==> config.mk <==
export PLATFORM = sky130hd
export DESIGN_NAME = tick_match_timer
export DESIGN_NICKNAME = d
export VERILOG_FILES = /design/src/rtl/tmt_pkg.sv /design/src/rtl/tmt_ctrl.sv /design/src/rtl/tmt_datapath.sv /design/src/rtl/tick_match_timer.sv
export SDC_FILE = /design/constraint.sdc
export NUM_CORES = 1
export LEC_CHECK = 0
export ABC_CLOCK_PERIOD_IN_PS = 7730
export BUFFER_PORTS_ARGS = -buffer_cell sky130_fd_sc_hd__buf_2
export CAP_MARGIN = 20
export CORE_AREA = 2 2 204 206
export DETAILED_ROUTE_END_ITERATION = 6
export DIE_AREA = 0 0 206 208
export SYNTH_ARGS = -nofsm -noshare
export SYNTH_HDL_FRONTEND = slang
export SYNTH_HIERARCHICAL = 1
export SYNTH_SLANG_ARGS = --single-unit
==> constraint.sdc <==
create_clock -name clk -period 7.73 [get_ports clk]
set_input_delay 1.546 -clock clk [delete_from_list [all_inputs] [get_ports clk]]
set_output_delay 1.546 -clock clk [all_outputs]
set_load 0.1 [all_outputs]
==> src/rtl/tmt_pkg.sv <==
package tmt_pkg;
  localparam int CH_MAX = 4;
  localparam int IDX_W  = 2;

  typedef enum logic [2:0] {
    SEL_NONE,
    SEL_MATCH,
    SEL_CNT,
    SEL_STS,
    SEL_EN
  } regSel_e;

  // strobes from the decoder to the datapath
  typedef struct packed {
    logic              cntLoad;
    logic [CH_MAX-1:0] matchLoad;
    logic              stsWrite;
    logic              enWrite;
    regSel_e           rdSel;
    logic [IDX_W-1:0]  rdIdx;
  } strobe_t;
endpackage

==> src/rtl/tmt_ctrl.sv <==
module tmt_ctrl
  import tmt_pkg::*;
#(
  parameter int NUM_CH = 4,
  parameter int AW     = 3
) (
  input  logic          busWrEn,
  input  logic [AW-1:0] busAddr,
  output strobe_t       stb
);
  localparam logic [AW-1:0] IDX_CNT = AW'(4);
  localparam logic [AW-1:0] IDX_STS = AW'(5);
  localparam logic [AW-1:0] IDX_EN  = AW'(7);
  localparam logic [AW-1:0] CH_LIM  = AW'(NUM_CH);

  always_comb begin
    stb = '0;
    if (busAddr < CH_LIM) begin
      stb.rdSel = SEL_MATCH;
      stb.rdIdx = busAddr[IDX_W-1:0];
      stb.matchLoad[busAddr[IDX_W-1:0]] = busWrEn;
    end else if (busAddr == IDX_CNT) begin
      stb.rdSel   = SEL_CNT;
      stb.cntLoad = busWrEn;
    end else if (busAddr == IDX_STS) begin
      stb.rdSel    = SEL_STS;
      stb.stsWrite = busWrEn;
    end else if (busAddr == IDX_EN) begin
      stb.rdSel   = SEL_EN;
      stb.enWrite = busWrEn;
    end
  end
endmodule

==> src/rtl/tmt_datapath.sv <==
module tmt_datapath
  import tmt_pkg::*;
#(
  parameter int CNT_W  = 32,
  parameter int NUM_CH = 4
) (
  input  logic              clk,
  input  logic              rstN,
  input  logic              cntEn,
  input  strobe_t           stb,
  input  logic [CNT_W-1:0]  wrData,
  output logic [CNT_W-1:0]  rdData,
  output logic [NUM_CH-1:0] irq
);
  localparam int PAD_W = CNT_W - NUM_CH;

  logic [CNT_W-1:0]  cnt;
  logic [CNT_W-1:0]  matchReg [NUM_CH];
  logic [NUM_CH-1:0] status;
  logic [NUM_CH-1:0] enable;
  logic [NUM_CH-1:0] hitVec;
  logic [NUM_CH-1:0] clrMask;

  // free-running counter, load wins over increment
  always_ff @(posedge clk or negedge rstN) begin
    if (!rstN)            cnt <= '0;
    else if (stb.cntLoad) cnt <= wrData;
    else if (cntEn)       cnt <= cnt + 1'b1;
  end

  genvar ch;
  generate
    for (ch = 0; ch < NUM_CH; ch++) begin : g_chan
      always_ff @(posedge clk or negedge rstN) begin
        if (!rstN)                  matchReg[ch] <= '1;
        else if (stb.matchLoad[ch]) matchReg[ch] <= wrData;
      end
      assign hitVec[ch] = cntEn && (cnt == matchReg[ch]);
    end
  endgenerate

  assign clrMask = stb.stsWrite ? wrData[NUM_CH-1:0] : '0;

  always_ff @(posedge clk or negedge rstN) begin
    if (!rstN) begin
      status <= '0;
      enable <= '0;
    end else begin
      status <= (status & ~clrMask) | hitVec;
      if (stb.enWrite) enable <= wrData[NUM_CH-1:0];
    end
  end

  assign irq = status & enable;

  always_comb begin
    unique case (stb.rdSel)
      SEL_MATCH: rdData = matchReg[stb.rdIdx];
      SEL_CNT:   rdData = cnt;
      SEL_STS:   rdData = {{PAD_W{1'b0}}, status};
      SEL_EN:    rdData = {{PAD_W{1'b0}}, enable};
      default:   rdData = '0;
    endcase
  end


  count_step_chk: assert property (@(posedge clk) disable iff (!rstN)
    (cntEn && !stb.cntLoad) |=> (cnt == CNT_W'($past(cnt) + 1'b1)));


  count_hold_chk: assert property (@(posedge clk) disable iff (!rstN)
    (!cntEn && !stb.cntLoad) |=> $stable(cnt));


  count_load_chk: assert property (@(posedge clk) disable iff (!rstN)
    stb.cntLoad |=> (cnt == $past(wrData)));


  set_wins_chk: assert property (@(posedge clk) disable iff (!rstN)
    (|hitVec) |=> ((status & $past(hitVec)) == $past(hitVec)));


  w1c_chk: assert property (@(posedge clk) disable iff (!rstN)
    (|(clrMask & ~hitVec)) |=> ((status & $past(clrMask & ~hitVec)) == '0));
endmodule

==> src/rtl/tick_match_timer.sv <==
module tick_match_timer
  import tmt_pkg::*;
#(
  parameter int CNT_W  = 32,
  parameter int NUM_CH = 4,
  parameter int AW     = 3
) (
  input  logic              clk,
  input  logic              rstN,
  input  logic              cntEn,
  input  logic              busWrEn,
  input  logic [AW-1:0]     busAddr,
  input  logic [CNT_W-1:0]  busWrData,
  output logic [CNT_W-1:0]  busRdData,
  output logic [NUM_CH-1:0] irq
);
  strobe_t stb;

  tmt_ctrl #(.NUM_CH(NUM_CH), .AW(AW)) i_ctrl (
    .busWrEn (busWrEn),
    .busAddr (busAddr),
    .stb     (stb)
  );

  tmt_datapath #(.CNT_W(CNT_W), .NUM_CH(NUM_CH)) i_dp (
    .clk    (clk),
    .rstN   (rstN),
    .cntEn  (cntEn),
    .stb    (stb),
    .wrData (busWrData),
    .rdData (busRdData),
    .irq    (irq)
  );
endmodule

==> impl_metrics.ini <==
[cts]
clk_latency_ps = 430
htreeDepth = 4
clk_pin_slew_ps = 60
cts-resized-gates = 0
cts_sinks = 168
cts_hold_buffers = 0
cts_buffers = 17
clock_path_buffers = 2
cts-root-buf = clkbuf_16
postCtsSetupBuffers = 0
cts_tree = yes

[global_route]
grt_overflow = 0
grt_use_met2_pct = 23.37
grt_usage_pct = 15.36
gr-usage-met1_pct = 20.63
grt_antenna_before_repair = 4
grt_pass1_vias = 7249
grt_pass1_wl_um = 48800
grt_start_max_net_pins = 103
use_met3_pct = 3.681
busiest_layer = met2

[synth]
synthFlopType = dfstp_2
ys_types = 50
synth_area_um2 = 10090
synth_edf_count = 0
yosysWarningCount = 6
ys_seq_elements = 168
yosysSeqAreaShare_pct = 43.26
synth_nets = 876
synthArstFlopShare_pct = 100.0
postSynthCellCount = 836
syn_area_per_cell_um2 = 12.07

[sta]
tns_ps = 0
skew_ps = 9.869
worst_pin_slew_ps = 1133
min_period_ps = 5829
setup_viol = 0
min_period_over_period_pct = 75.41
drv_slew = 0
rsz0062_at_grt = false
hold_violations = 0
fmax_mhz = 171.5
slew_headroom_pct = 24.15

[die]
die_area_um2 = 42850
die_h_um = 208
fp-row-count = 74
ios = 75
core_area_um2 = 40550
die_x_um = 206
start_util_pct = 24.88

[drt]
drc = 0
vias = 7174
routedWlPerCell_um = 22.91
dr.pass1.iters = 5
vias_per_cell = 5.074
initialDrtViolationCount = 819
ant_nets = 0
routed_wirelength_um = 32390

[status]
status = complete, no violations

[finish]
final_nets = 907
drive_gt1_share_pct = 48.86
final_cell_mix = 136 x mux2_2, 133 x xor2_1, 128 x dfstp_2, 73 x buf_2, 40 x dfrtp_1
syn_to_final_growth_pct = 13.28
stdcell_count = 1414
final_common_cell = mux2_2

[critical_path]
crit_fanout = 22
worstSetupEndpointType = output port
critPathLaunch = busAddr[2]
ff2ff_path_depth = 4
rrSetupSlack_ps = 5010
crit_end = busRdData[1]
reg2reg_to = i_dp/cnt[25]
arrival_ps = 4280
crit_type = in2out
cp.required_ps = 6180
cp-start-kind = primary input
reg2reg_from = i_dp/cnt[0]

[placed_design]
gp_congestion = 0.8824
io_buffer_count = 74
place_hpwl_um = 23550
dp_cells = 1380

[worst_hold_path]
hp-class = reg2reg
hold_start = i_dp/status[0]

[run]
maxCapViolations = 0

[pwr]
p_leak_nw = 4.308
max-vdd-ir-drop_mv = 0.1265
power.density_nw_per_um2 = 308.7
metrics by stage:
stage	hold WS, ps	util (%)	total power [W]	setup WS (ps)	area [um^2]
floorplan	454.2	-	0.002287	1760	10090
global placement	511.0	26.67	0.002633	1897	10820
detailed placement	509.9	26.67	0.002645	1832	10820
CTS	523.6	28.17	0.003542	1827	11420
global route	543.8	28.18	0.003681	1704	11430
finish	524.4	28.18	0.003528	1901	11430
synthesized netlist by cell type (5+ instances only):
cell type,count,share of area (%)
and2_1,5,0.31
nor4_1,31,1.9
o21ai_1,5,0.25
buf_4,9,0.67
o31ai_1,16,1.2
nand2_1,38,1.4
nor3_1,10,0.50
a22o_1,27,2.3
clkbuf_8,8,1.1
xor2_1,133,12
inv_1,7,0.26
o21ai_0,16,0.79
mux4_2,32,7.1
nand4_1,14,0.87
buf_2,10,0.50
buf_6,6,0.67
or4_1,14,1.0
dfrtp_1,40,9.9
buf_1,16,0.60
xnor2_1,9,0.78
dfstp_2,128,33
clkbuf_1,23,0.86
a31oi_1,15,0.93
mux2_2,136,15
nor2_1,24,0.89
nand3_1,19,0.94
worst max-delay path, stage by stage:
cell      delay, ps
buf_2           160
nand2b_1        270
inv_2           670
buf_4           390
mux4_2          550
a22oi_1         260
o21ai_0         120
buf_2           310
area by class of cell:
cell class / count / area, um^2
Clock inverter: 10 / 143.9
Inverter: 7 / 26.28
Antenna cell: 2 / 5.005
Sequential cell: 168 / 4364
Fill cell: 4182 / 29130
Multi-Input combinational cell: 588 / 5288
Clock buffer: 22 / 464.2
Timing Repair Buffer: 85 / 471.7
Tap cell: 532 / 665.6
how the worst min path moves through the flow:
| stage | to | slack (ps) | cells past startpoint |
|---|---|---|---|
| floorplan | i_dp/status[0] | 450 | 2 |
| global placement | i_dp/enable[2] | 510 | 1 |
| detailed placement | i_dp/status[0] | 510 | 2 |
| CTS | i_dp/status[0] | 520 | 2 |
| global route | i_dp/status[0] | 540 | 2 |
| finish | i_dp/status[0] | 520 | 2 |
metal layers:
| layer | up-vias | wire length [um] |
|---|---|---|
| met5 | - | 16 |
| met4 | 2 | 1256 |
| met3 | 65 | 2350 |
| met2 | 306 | 14930 |
| met1 | 3675 | 13830 |
| li1 | 3126 | - |
sequential cells by signal, summed over array words and instances, names as in the netlist:
register       cells
i_dp/cnt          32
i_dp/enable        4
i_dp/matchReg    128
i_dp/status        4
cells by family (layout without fill, tap and decap cells):
logic type,after synthesis,count (layout),synth area share (%)
AOI/OAI and AO/OA,90,90,6.487
xor gates and xnor gates,142,142,12.33
adders and majority gates,1,1,0.1240
buffers and inverters,80,124,4.787
DFF,168,168,43.26
muxes,169,169,22.42
other,0,2,0
and+or+nand+nor,186,186,10.59
power by group:
group          internal, W  switching [W]
Sequential         0.00119       0.000329
Combinational     0.000434       0.000695
Clock             0.000527       0.000354
(Power assumes the default switching activity.)
